$ cat config.mk
export PLATFORM = sky130hd
export DESIGN_NAME = evt_tmr16
export DESIGN_NICKNAME = d
export VERILOG_FILES = /design/src/rtl/evt_tmr16.sv
export SDC_FILE = /design/constraint.sdc
export NUM_CORES = 1
export LEC_CHECK = 0
export ABC_CLOCK_PERIOD_IN_PS = 6700
export BUFFER_PORTS_ARGS = -buffer_cell sky130_fd_sc_hd__buf_2
export CAP_MARGIN = 20
export CORE_MARGIN = 1.5
export CORE_UTILIZATION = 40
export CTS_CLUSTER_SIZE = 25
export DETAILED_ROUTE_END_ITERATION = 10
export GPL_TIMING_DRIVEN = 0
export PLACE_DENSITY = 0.63
export SLEW_MARGIN = 20
export SYNTH_ARGS = -nofsm -noshare
export SYNTH_HDL_FRONTEND = slang
export SYNTH_SLANG_ARGS = --single-unit
$ cat constraint.sdc
create_clock -name clk -period 6.7 [get_ports clk]
set_input_delay 2.01 -clock clk [delete_from_list [all_inputs] [get_ports clk]]
set_output_delay 2.01 -clock clk [all_outputs]
set_load 0.02 [all_outputs]
$ cat src/rtl/evt_tmr16.sv
module evt_tmr16 #(
  parameter int BW = 8
) (
  input  logic          clk,
  input  logic          rst_n,
  input  logic          cyc_en,
  input  logic          wr_en,
  input  logic [2:0]    wr_addr,
  input  logic [BW-1:0] wr_data,
  input  logic [2:0]    rd_addr,
  output logic [BW-1:0] rd_data,
  input  logic          evt_in,
  output logic          irq_lo,
  output logic          irq_hi
);
  localparam int WW = 2 * BW;
  localparam logic [2:0] A_CTRL = 3'd0;
  localparam logic [2:0] A_PRE  = 3'd1;
  localparam logic [2:0] A_MLO  = 3'd2;
  localparam logic [2:0] A_MHI  = 3'd3;
  localparam logic [2:0] A_CLO  = 3'd4;
  localparam logic [2:0] A_CHI  = 3'd5;
  localparam logic [2:0] A_FLG  = 3'd6;

  logic [1:0]    mode;
  logic          run;
  logic [BW-1:0] pre_val, m_lo, m_hi, c_lo, c_hi, pcnt;
  logic [1:0]    fix;
  logic          flag_lo, flag_hi;
  logic [3:0]    sy;

  logic pre_wr, tick2, ptick, edge_ok, casc;
  logic inc_lo, inc_hi8, lo_hit, hi_hit, w_hit, set_lo, set_hi;
  logic [1:0] clr;
  logic [WW-1:0] word, w_next;

  assign pre_wr  = wr_en && (wr_addr == A_PRE);
  assign tick2   = run && cyc_en && (fix == 2'd3);
  assign ptick   = tick2 && (pcnt == pre_val) && !pre_wr;
  assign edge_ok = run && sy[1] && !sy[2] && !sy[3];
  assign casc    = mode[1];

  assign inc_lo  = (mode == 2'd3) ? edge_ok : ptick;
  assign inc_hi8 = (mode == 2'd1) ? edge_ok : ptick;
  assign lo_hit  = (c_lo == m_lo);
  assign hi_hit  = (c_hi == m_hi);
  assign word    = {c_hi, c_lo};
  assign w_hit   = (word == {m_hi, m_lo});
  assign w_next  = w_hit ? '0 : word + WW'(1);
  assign set_lo  = !casc && inc_lo && lo_hit;
  assign set_hi  = casc ? (inc_lo && w_hit) : (inc_hi8 && hi_hit);
  assign clr     = (wr_en && wr_addr == A_FLG) ? wr_data[1:0] : 2'b00;

  assign irq_lo  = flag_lo && !casc;
  assign irq_hi  = flag_hi;

  always_ff @(posedge clk) begin
    if (!rst_n) begin
      mode    <= '0;
      run     <= 1'b0;
      pre_val <= '0;
      m_lo    <= '0;
      m_hi    <= '0;
    end else if (wr_en) begin
      case (wr_addr)
        A_CTRL: begin
          mode <= wr_data[1:0];
          run  <= wr_data[2];
        end
        A_PRE:   pre_val <= wr_data;
        A_MLO:   m_lo    <= wr_data;
        A_MHI:   m_hi    <= wr_data;
        default: ;
      endcase
    end
  end

  always_ff @(posedge clk) begin
    if (!rst_n || pre_wr) begin
      fix  <= '0;
      pcnt <= '0;
    end else if (run && cyc_en) begin
      fix <= fix + 2'd1;
      if (tick2) pcnt <= (pcnt == pre_val) ? '0 : pcnt + BW'(1);
    end
  end

  always_ff @(posedge clk) begin
    if (!rst_n) sy <= '0;
    else        sy <= {sy[2:0], evt_in};
  end

  always_ff @(posedge clk) begin
    if (!rst_n) begin
      c_lo <= '0;
      c_hi <= '0;
    end else if (casc) begin
      if (inc_lo) {c_hi, c_lo} <= w_next;
    end else begin
      if (inc_lo)  c_lo <= lo_hit ? '0 : c_lo + BW'(1);
      if (inc_hi8) c_hi <= hi_hit ? '0 : c_hi + BW'(1);
    end
  end

  always_ff @(posedge clk) begin
    if (!rst_n) begin
      flag_lo <= 1'b0;
      flag_hi <= 1'b0;
    end else begin
      flag_lo <= set_lo || (flag_lo && !clr[0]);
      flag_hi <= set_hi || (flag_hi && !clr[1]);
    end
  end

  always_comb begin
    rd_data = '0;
    case (rd_addr)
      A_CTRL:  rd_data = BW'({run, mode});
      A_PRE:   rd_data = pre_val;
      A_MLO:   rd_data = m_lo;
      A_MHI:   rd_data = m_hi;
      A_CLO:   rd_data = c_lo;
      A_CHI:   rd_data = c_hi;
      A_FLG:   rd_data = BW'({flag_hi, flag_lo});
      default: rd_data = '0;
    endcase
  end

  p_pre_restart_r3: assert property (@(posedge clk) disable iff (!rst_n)
    pre_wr |=> (pcnt == '0 && fix == '0));

  p_lo_reload_r8: assert property (@(posedge clk) disable iff (!rst_n)
    (!casc && ptick && c_lo == m_lo) |=> (c_lo == '0 && flag_lo));

  p_w1c_hi_r9: assert property (@(posedge clk) disable iff (!rst_n)
    (wr_en && wr_addr == A_FLG && wr_data[1] && !set_hi) |=> !flag_hi);

  p_casc_no_lo_r10: assert property (@(posedge clk) disable iff (!rst_n)
    (casc && !flag_lo) |=> !flag_lo);

  p_hold_r12: assert property (@(posedge clk) disable iff (!rst_n)
    !run |=> ($stable(c_lo) && $stable(c_hi)));

  p_tick_needs_en_r2: assert property (@(posedge clk) disable iff (!rst_n)
    ptick |-> (cyc_en && run));
endmodule

Word-level counts from Yosys, hierarchy flattened. Cells that the tools add are included. Widths: inputs -> output; s select.

Flip-flop bits (word level): 59. Bits of input ports: 19. Output and inout port bits: 10. Word-level logic and storage cells: 85.

$add $sub $neg: 5. Reduce and logical (&&, ||, !) cells: 35. Multiplexer cells: 15. Equality and inequality tests: 18.

Operator list (number): $mux 8 (9); $pmux 8 s7 (1); $add 8x1->8 const B (3); $eq 8x8->1 (3); $add 16x1->16 const B (1); $eq 16x16->1 (1); $logic_and 1x1->1 (16); $mux 16 (1); $eq 3x2->1 const B (4); $eq 3x3->1 const B (4); $reduce_and 2->1 (6); $logic_not 1->1 (7); $eq 3x1->1 const B (2); $logic_not 3->1 (2); $eq 2x2->1 const B (2); $logic_or 1x1->1 (3); $mux 1 (3); $add 2x1->2 const B (1); $eq 2x1->1 const B (1); $mux 2 (1); $ne 2x1->1 const B (1); $reduce_bool 2->1 (1).

Depth between registers and ports, before layout. Gate-level depths: netlist (run 1).

Depth after elaboration: 8. Mapped depth: 9. Depth with buffers taken out: 7.

Least setup slack after synthesis (run 1). OpenSTA, ideal clock, no wires.

Path kind: input to output. Start: in rd_addr[1]. End: out rd_data[2]. Data required time: 4690 ps. Cell stages on the path: 6. Setup slack: 1416 ps. Buffers on the path: 2. Data arrival time: 3274 ps. Path through: clkbuf_1 buf_1 mux2i_1 nor2_1 a31oi_1 o22ai_1.

Longest elaborated chain between the ends: 2. Elaborated cells on any way between the ends: 8. Those cells by class: eq/ne (6); mux (1); reduce/logical (1).

Ends and longest elaborated chain: start: declaration (line 10) `input logic [2:0] rd_addr,`; $eq 3x3->1, or another cell as far along (line 117) `case (rd_addr)`; $pmux 8 s7 (*) (line 117); end: declaration (line 11) `output logic [BW-1:0] rd_data,`.

Every way passes the cells marked *; elsewhere a longest branch is shown, timed or not.

Worst setup path after layout (run 1). Ends and elaborated chain as after synthesis.

==> run_results.csv, run 1 <==
group,metric,value,unit
clock_tree,cts_buffers,9,
clock_tree,clock_path_buffers,2,
detailed_routing,postRouteAntennaNets,0,
detailed_routing,drt_pre_antenna_iters,4,
synth,synth_warnings,0,
detailed_routing,via_per_inst,5.75,
floorplanning,fp.coreArea,8180,um2
min_path,worstHoldPathType,"flop to flop",
detailed_routing,wl_per_cell,16.9,um
grt,grt_max_degree,11,
clock_tree,numClockSinks,59,
synth,ys.flop_type,"dfxtp_1",
clock_tree,postCtsSetupBuffers,0,
setup_path,slowest_delay,480,ps
placement,portBuffers,26,
grt,grt_pass1_vias,2966,
run_status,outcome,"finished, final reports clean",
final_layout,insertedDiodeCount,0,
setup_path,worstPathMaxFanout,10,
floorplanning,die_y,94.7,um
detailed_routing,initialDrtViolationCount,178,
power,peakVddDrop,0.105,mV
sta,tns,0,ps
synth,syn_area_per_cell,8.00,um2
floorplanning,fp-row-count,33,
clock_tree,clk_latency,350,ps
setup_path,path_class,"input pin to primary output",
final_layout,drive_gt1_share,14.3,%
clock_tree,cts_hold_buffers,0,
run,maxCapViolations,0,
synth,ys_ff_latch,59,
setup_path,end_kind,"primary output",
sta,finalCritPeriodShare,85.7,%
floorplanning,die_area,8980,um2
clock_tree,cts_tree,"done",
final_layout,final_util,47.0,%
detailed_routing,wl,9.59,mm
sta,slew_viol_final,0,
sta,fin_skew,8.93,ps
sta,setup_violations,0,
clock_tree,ctsResizeCount,0,
final_layout,design.final.nets,481,
power,leakage,1.42,nW
setup_path,critical_path.top_delay_family,"buffers and inverters",
setup_path,worst_ep_required_time,4690,ps
setup_path,path_cells,"clkbuf_1 > buf_1 > mux2i_1 > nor2_1 > a31oi_1 > o22ai_1 > buf_2",
grt,overflow,0,
synth,synth-edff-count,0,
synth,synth_cell_type_count,58,
synth,syn_nets,444,
power,power_per_cell_area,204,nW/um2
grt,grt_use_met2,35.9,%
sta,hold_viol_final,0,
synth,synth_fa_ha_area_share,1.49,%
synth,synth-compound-area-share,17.1,%
sta,slew_headroom,56.1,%
setup_path,crit_arrival,3730,ps
placement,gp_congestion,0.910,
setup_path,crit_path_start_kind,"input pin",
grt,antenna_found_initial,0,
grt,grt_pass1_wl,15.3,mm
detailed_routing,vias,3263,
detailed_routing,drcViolationCount,0,
floorplanning,start_util,41.2,%
synth,synth_top_family_by_area,"simple AND/OR/NAND/NOR gates",
final_layout,synthToLayoutAreaGrowth,14.0,%
setup_path,cp_slowest_cell,"buf_1",
floorplanning,die_x,94.7,um
clock_tree,clock-root-buffer,"clkbuf_8",
grt,use_met1,29.9,%
placement,place_hpwl,7.21,mm
clock_tree,htreeDepth,3,
synth,syn_inst,421,
grt,grtUsageMet3,5.72,%
grt,grt_busiest_layer,"met2",
synth,synth_xor_area_share,8.58,%
sta,tightest_slew,652,ps
floorplanning,ios,29,
sta,rsz0062_at_grt,"false",
sta,fmax,174,MHz
synth,synth.area.mux_share,5.87,%
synth,ys_async_sr_fraction,0,%
synth,synth_simple_gate_area_share,28.0,%
synth,synth_area,3370,um2
grt,grtUsageTotal,22.7,%
clock_tree,clk_pin_slew_worst_paths,70,ps
synth,seq_area_frac_synth,35.1,%
setup_path,worst-path-buf-inv,3,
sta,timing.final.crit_period,5740,ps
## flip-flops by register name (all words and copies together) (netlist names)
name,count
c_hi,8
c_lo,8
m_hi,8
m_lo,8
pcnt,8
pre_val,8
sy,4
fix,2
mode,2
flag_lo,1
irq_hi,1
run,1
## power by group
| part | total (mW) | internal (mW) | switching [mW] |
|---|---|---|---|
| Sequential | 0.359 | 0.355 | 0.00429 |
| Clock | 0.349 | 0.201 | 0.149 |
| Combinational | 0.0757 | 0.0259 | 0.0497 |
| Total | 0.784 | 0.582 | 0.203 |
## synthesized netlist by cell type, drive strengths merged, types with 7 or more instances
cell type,count,share of area (%)
nand4,12,2.7
and2,7,1.4
mux2i,13,3.9
nand2,73,8.1
nand3,12,1.8
xnor2,18,4.7
dfxtp,59,35
xor2,15,3.9
buf,10,1.7
and3,7,1.3
o21ai,10,1.5
clkbuf,12,1.3
inv,7,0.78
a21oi,39,5.9
nor2,41,4.6
## layout by cell type (no fill, tap or decap), drive strengths merged, types with 7 or more instances in the layout
cell type / n
a21oi: 39
and2: 7
and3: 7
buf: 36
clkbuf: 24
dfxtp: 59
inv: 7
mux2i: 13
nand2: 73
nand3: 12
nand4: 12
nor2: 41
o21ai: 10
xnor2: 18
xor2: 15
## final cells by class
type | count | area [um2]
inverter | 7 | 26.3
buffer | 22 | 104
clock buffer | 12 | 165
tap | 105 | 131
clock inverter | 3 | 46.3
sequential | 59 | 1180
timing repair buffer | 26 | 130
multi-input combinational | 333 | 2060
fill | 835 | 4340
## cell families (layout without fill, tap and decap cells)
family / count (synthesis) / after routing
AO/OA/AOI/OAI: 89 / 89
XOR/XNOR: 33 / 33
adder cells (fa/ha/maj): 4 / 4
buffers and inverters: 29 / 70
flip-flops: 59 / 59
multiplexers: 18 / 18
AND/OR/NAND/NOR: 189 / 189
## final timing paths
kind	startpoint	end	slack (ps)	depth (start not counted)
worst max-delay path	rd_addr[1]	rd_data[2]	960	7
worst min-delay path	sy[0]	sy[1]	440	1
worst max register to register	c_hi[0]	c_hi[6]	4240	6
worst min register to register	sy[0]	sy[1]	440	1
## stage by stage
stage	power, mW	setup WS [ps]	std cells	cell area, um2	hold WS (ps)
2_1_floorplan	0.415	1420	421	3370	412
3_3_place_gp	0.441	1020	552	3630	416
3_5_place_dp	0.442	1010	552	3630	419
4_1_cts	0.788	1010	567	3840	437
5_1_grt	0.810	878	567	3840	451
6_report	0.784	959	567	3840	435
## per-layer routing
layer | vias to the layer above | part of all wire [%]
li1 | 1563 | -
met4 | 0 | 2.0
met3 | 19 | 5.6
met2 | 99 | 47
met5 | - | 0
met1 | 1582 | 46
Note: power is estimated with default switching activity, not from simulation.
==> inputs of run 2 (changes only) <==
--- a/config.mk
+++ b/config.mk
@@ -8,12 +8,14 @@
 export ABC_CLOCK_PERIOD_IN_PS = 6700
 export BUFFER_PORTS_ARGS = -buffer_cell sky130_fd_sc_hd__buf_2
 export CAP_MARGIN = 20
+export CELL_PAD_IN_SITES_DETAIL_PLACEMENT = 0
+export CELL_PAD_IN_SITES_GLOBAL_PLACEMENT = 1
 export CORE_MARGIN = 1.5
 export CORE_UTILIZATION = 40
 export CTS_CLUSTER_SIZE = 25
 export DETAILED_ROUTE_END_ITERATION = 10
 export GPL_TIMING_DRIVEN = 0
-export PLACE_DENSITY = 0.63
+export PLACE_DENSITY = 0.79
 export SLEW_MARGIN = 20
 export SYNTH_ARGS = -nofsm -noshare
 export SYNTH_HDL_FRONTEND = slang
==> run 2 against run 1 <==
Effect of this change: design area down 0.29%; flip-flop and latch count unchanged; die area unchanged; maximum frequency up 2.1%; worst hold slack better by 3.0 ps; clock skew down 2.4 ps; clock-buffer cell count down 3; via count down 2.8%; wire length down 1.0%; highest routed layer unchanged.
==> run_results.csv, run 2 (synthesis results as in run 1) <==
group,metric,value,unit
final_layout,layout_common_cells,"nand2_1, dfxtp_1, nor2_1",
grt,grtUsageTotal,23.0,%
power,clkPwrFrac,43.4,%
clock_tree,clock_path_buffers,2,
min_path,worstHoldPathType,"flop to flop",
placement,portBuffers,26,
power,combinationalPowerShare,9.8,%
sta,timing.final.crit_period,5620,ps
detailed_routing,postRouteAntennaNets,0,
sta,slew_viol_final,0,
min_path,hp-start,"sy[0]",
floorplanning,start_util,41.2,%
placement,preCtsSetupSlack,1080,ps
run,maxCapViolations,0,
power,report.power.total,0.767,mW
clock_tree,numClockSinks,59,
sta,hold_viol_final,0,
setup_path,crit_start,"rd_addr[0]",
run_status,outcome,"finished, final reports clean",
setup_path,r2r_cells,8,
clock_tree,clock-root-buffer,"clkbuf_8",
power,power.switching,0.212,mW
final_layout,synthToLayoutAreaGrowth,13.7,%
min_path,hold_end,"sy[1]",
final_layout,multiInputGateArea,2060,um2
clock_tree,postCtsSetupBuffers,0,
placement,gp_congestion,0.915,
grt,grt_max_degree,13,
setup_path,r2r-start,"fix[0]",
grt,grt_pass1_vias,3072,
power,peakVddDrop,0.0989,mV
clock_tree,cts_tree,"done",
detailed_routing,via_per_inst,5.58,
setup_path,crit_path_start_kind,"input pin",
final_layout,drive_gt1_share,14.5,%
setup_path,crit_arrival,3610,ps
sta,tns,0,ps
grt,antenna_found_initial,0,
floorplanning,die_x,94.7,um
setup_path,worstPathMaxFanout,10,
final_layout,insertedDiodeCount,0,
sta,tightest_slew,732,ps
clock_tree,clk_pin_slew_worst_paths,80,ps
power,switching_share,27.7,%
floorplanning,fp-row-count,33,
sta,fmax,178,MHz
floorplanning,die_area,8980,um2
power,p_seq_share,46.8,%
detailed_routing,wl,9.49,mm
sta,rsz0062_at_grt,"false",
final_layout,layout_commonest_cell,"nand2_1",
power,internal-power,0.555,mW
floorplanning,die_y,94.7,um
final_layout,nFillCells,873,
setup_path,r2r-end,"c_hi[6]",
power,power_per_cell_area,200,nW/um2
final_layout,design.final.nets,481,
detailed_routing,drt_pre_antenna_iters,5,
setup_path,path_class,"input pin to primary output",
clock_tree,cts_hold_buffers,0,
grt,overflow,0,
detailed_routing,drcViolationCount,0,
floorplanning,ios,29,
placement,place_hpwl,7.25,mm
floorplanning,fp.coreArea,8180,um2
setup_path,rrSetupSlack,4270,ps
min_path,worst_hold_path.num_cells,1,
sta,setup_violations,0,
clock_tree,ctsResizeCount,0,
clock_tree,cts_buffers,9,
final_layout,layout.cells.non_filler,568,
grt,grt_pass1_wl,15.8,mm
power,leakage,1.41,nW
clock_tree,htreeDepth,3,
sta,slew_headroom,50.8,%
setup_path,worst_ep_required_time,4690,ps
sta,worst_slack,1080,ps
setup_path,end_kind,"primary output",
sta,fin_skew,6.52,ps
sta,finalCritPeriodShare,84.0,%
detailed_routing,wl_per_cell,16.7,um
detailed_routing,initialDrtViolationCount,170,
clock_tree,clk_latency,350,ps
final_layout,final-seq-area,1180,um2
detailed_routing,vias,3171,
placement,place_inst,552,
run 2: changes by cell type in the layout (fill, tap and decap cells not counted):
cell / before / now
clkbuf_8: 12 / 9
clkinv_2: 0 / 1
clkinvlp_4: 1 / 2
inv_6: 0 / 2
run 2: power groups by stage:
stage / Combinational, mW / Clock [mW] / Sequential (mW)
4_1_cts: 0.0745 / 0.340 / 0.359
2_1_floorplan: 0.0491 / 0 / 0.366
5_1_grt: 0.0841 / 0.356 / 0.359
6_report: 0.0748 / 0.333 / 0.359
3_3_place_gp: 0.0739 / 0 / 0.367
3_5_place_dp: 0.0741 / 0 / 0.367
run 2: stage by stage:
stage	utilization, %	hold slack (ps)	area (um2)
2_1_floorplan	-	412	3370
3_3_place_gp	44.4	418	3630
3_5_place_dp	44.4	422	3630
4_1_cts	46.8	441	3830
5_1_grt	46.8	445	3830
6_report	46.8	438	3830
run 2: area by class of cell:
cell class,instances,area share (%)
Tap cell,105,3.43
Timing Repair Buffer,26,3.40
Sequential cell,59,30.8
Clock buffer,9,3.24
Inverter,7,0.686
Multi-Input combinational cell,333,53.7
Clock inverter,7,1.99
Buffer,22,2.71
run 2: worst max-delay path by stage:
stage,end,slack (ps),cells past startpoint
3_3_place_gp,rd_data[2],1040,7
4_1_cts,rd_data[0],1070,7
3_5_place_dp,rd_data[0],1080,7
5_1_grt,rd_data[2],920,7
2_1_floorplan,rd_data[2],1420,6
6_report,rd_data[0],1080,7
run 2: critical path, cell delays in order:
cell	delay (ps)
clkbuf_1	360
buf_1	480
mux2i_1	250
nor2_1	60
a31oi_1	160
a21oi_1	100
buf_2	190
run 2: routing by layer:
| layer | vias to the layer above | GRT usage [%] | wire, um |
|---|---|---|---|
| met1 | 1513 | 30.0 | 4530 |
| li1 | 1561 | - | - |
| met3 | 18 | 4.83 | 425 |
| met2 | 79 | 37.7 | 4350 |
| met4 | 0 | 7.46 | 183 |
| met5 | - | 0 | 0 |
==> inputs of run 3 (changes only) <==
--- a/config.mk
+++ b/config.mk
@@ -5,7 +5,7 @@
 export SDC_FILE = /design/constraint.sdc
 export NUM_CORES = 1
 export LEC_CHECK = 0
-export ABC_CLOCK_PERIOD_IN_PS = 6700
+export ABC_CLOCK_PERIOD_IN_PS = 5050
 export BUFFER_PORTS_ARGS = -buffer_cell sky130_fd_sc_hd__buf_2
 export CAP_MARGIN = 20
 export CELL_PAD_IN_SITES_DETAIL_PLACEMENT = 0
@@ -15,7 +15,7 @@
 export CTS_CLUSTER_SIZE = 25
 export DETAILED_ROUTE_END_ITERATION = 10
 export GPL_TIMING_DRIVEN = 0
-export PLACE_DENSITY = 0.79
+export PLACE_DENSITY = 0.81
 export SLEW_MARGIN = 20
 export SYNTH_ARGS = -nofsm -noshare
 export SYNTH_HDL_FRONTEND = slang
==> constraint.sdc (replaced) <==
create_clock -name clk -period 5.05 [get_ports clk]
set_input_delay 1.515 -clock clk [delete_from_list [all_inputs] [get_ports clk]]
set_output_delay 1.515 -clock clk [all_outputs]
set_load 0.02 [all_outputs]
==> run 3 against run 2 <==
Effect of this change: worst setup slack worse by 690 ps; sequential share of layout area up 0.16 points; clock skew up 5.8 ps; combinational power up 32%; design area down 0.52%; critical path depth unchanged; wire length down 0.23%; register-to-register slack worse by 1600 ps; flip-flop and latch count unchanged; core utilization down 0.24 points; critical path type unchanged; largest power group unchanged.
==> run_results.csv, run 3 (synthesis results as in run 1) <==
group,metric,value,unit
power,leakage,1.39,nW
grt,grt_pass1_vias,2967,
clock_tree,cts_hold_buffers,0,
placement,place_hpwl,7.15,mm
floorplanning,die_area,8980,um2
setup_path,r2r-end,"c_hi[6]",
placement,portBuffers,26,
grt,grt_pass1_wl,15.2,mm
final_layout,synthToLayoutAreaGrowth,13.1,%
detailed_routing,drt_pre_antenna_iters,5,
floorplanning,ios,29,
clock_tree,htreeDepth,3,
floorplanning,start_util,41.2,%
sta,tns,0,ps
power,peakVddDrop,0.125,mV
clock_tree,clk_pin_slew_worst_paths,70,ps
min_path,hp-start,"sy[0]",
grt,grtUsageTotal,22.4,%
clock_tree,clock_path_buffers,2,
floorplanning,die_x,94.7,um
floorplanning,die_y,94.7,um
sta,finalCritPeriodShare,92.4,%
final_layout,layout_common_cells,"nand2_1, dfxtp_1, nor2_1",
clock_tree,cts_tree,"done",
final_layout,design.final.nets,481,
power,report.power.total,0.977,mW
detailed_routing,via_per_inst,5.63,
detailed_routing,drcViolationCount,0,
detailed_routing,wl,9.47,mm
final_layout,insertedDiodeCount,0,
sta,slew_viol_final,0,
sta,setup_violations,0,
setup_path,crit_arrival,3150,ps
detailed_routing,wl_per_cell,16.7,um
sta,timing.final.crit_period,4660,ps
min_path,hold_end,"sy[1]",
sta,tightest_slew,653,ps
setup_path,end_kind,"primary output",
setup_path,path_class,"input pin to primary output",
clock_tree,clock-root-buffer,"clkbuf_8",
sta,slew_headroom,56.5,%
sta,hold_viol_final,0,
grt,antenna_found_initial,0,
detailed_routing,vias,3196,
sta,fin_skew,12.3,ps
grt,grt_max_degree,12,
clock_tree,cts_buffers,9,
power,power_per_cell_area,256,nW/um2
setup_path,crit_path_start_kind,"input pin",
min_path,worstHoldPathType,"flop to flop",
run,maxCapViolations,0,
setup_path,r2r_cells,6,
final_layout,nFillCells,864,
run_status,outcome,"finished, final reports clean",
setup_path,r2r-start,"c_hi[0]",
setup_path,worstPathMaxFanout,10,
final_layout,multiInputGateArea,2060,um2
sta,rsz0062_at_grt,"false",
clock_tree,numClockSinks,59,
setup_path,worst_ep_required_time,3540,ps
detailed_routing,postRouteAntennaNets,0,
floorplanning,fp-row-count,33,
detailed_routing,initialDrtViolationCount,179,
setup_path,rrSetupSlack,2650,ps
placement,gp_congestion,0.903,
min_path,worst_hold_path.num_cells,1,
sta,whs,438,ps
final_layout,drive_gt1_share,14.3,%
sta,fmax,214,MHz
final_layout,layout_commonest_cell,"nand2_1",
clock_tree,ctsResizeCount,0,
clock_tree,clk_latency,360,ps
setup_path,crit_start,"rd_addr[1]",
floorplanning,fp.coreArea,8180,um2
final_layout,final-seq-area,1180,um2
grt,overflow,0,
clock_tree,postCtsSetupBuffers,0,
[run 3: changes by cell type in the layout (fill, tap and decap cells not counted)]
cell | previous run | this run
bufinv_16 | 1 | 0
clkbuf_8 | 9 | 10
clkinvlp_4 | 2 | 4
clkinv_2 | 1 | 0
clkbuf_1 | 12 | 13
inv_6 | 2 | 0
[run 3: final cells by class]
type | count | area share, %
Buffer | 22 | 2.73
Timing Repair Buffer | 26 | 3.42
Multi-Input combinational cell | 333 | 54.0
Clock buffer | 11 | 3.71
Clock inverter | 5 | 1.02
Tap cell | 105 | 3.45
Sequential cell | 59 | 31.0
Inverter | 7 | 0.690
[run 3: critical path, cell delays in order]
cell	delay [ps]
clkbuf_1	440
buf_1	430
mux2i_1	240
nor2_1	50
a31oi_1	160
o22ai_1	110
buf_2	200
[run 3: through the flow]
stage	utilization [%]	worst slack, ps	instance area [um2]	cells
final	46.6	386	3810	568
after global routing	46.6	221	3810	568
after CTS	46.6	376	3810	568
after detailed placement	44.4	379	3630	552
after global placement	44.4	368	3630	552
after floorplan	-	756	3370	421
[run 3: how the worst max path moves through the flow]
stage	end	depth (start not counted)
after floorplan	rd_data[2]	6
after detailed placement	rd_data[2]	7
final	rd_data[2]	7
after global routing	rd_data[2]	7
after global placement	rd_data[2]	7
after CTS	rd_data[2]	7
[run 3: power by group]
group	switching [mW]	total, mW	internal, mW
logic	0.0645	0.0990	0.0344
registers	0.00565	0.476	0.471
clock network	0.209	0.401	0.192
total	0.280	0.977	0.697
[run 3: layer usage]
| layer | global-route usage [%] | part of all wire [%] |
|---|---|---|
| met5 | 0 | 0 |
| met4 | 7.59 | 2.6 |
| met2 | 34.8 | 46 |
| met3 | 6.92 | 5.6 |
| met1 | 29.2 | 46 |
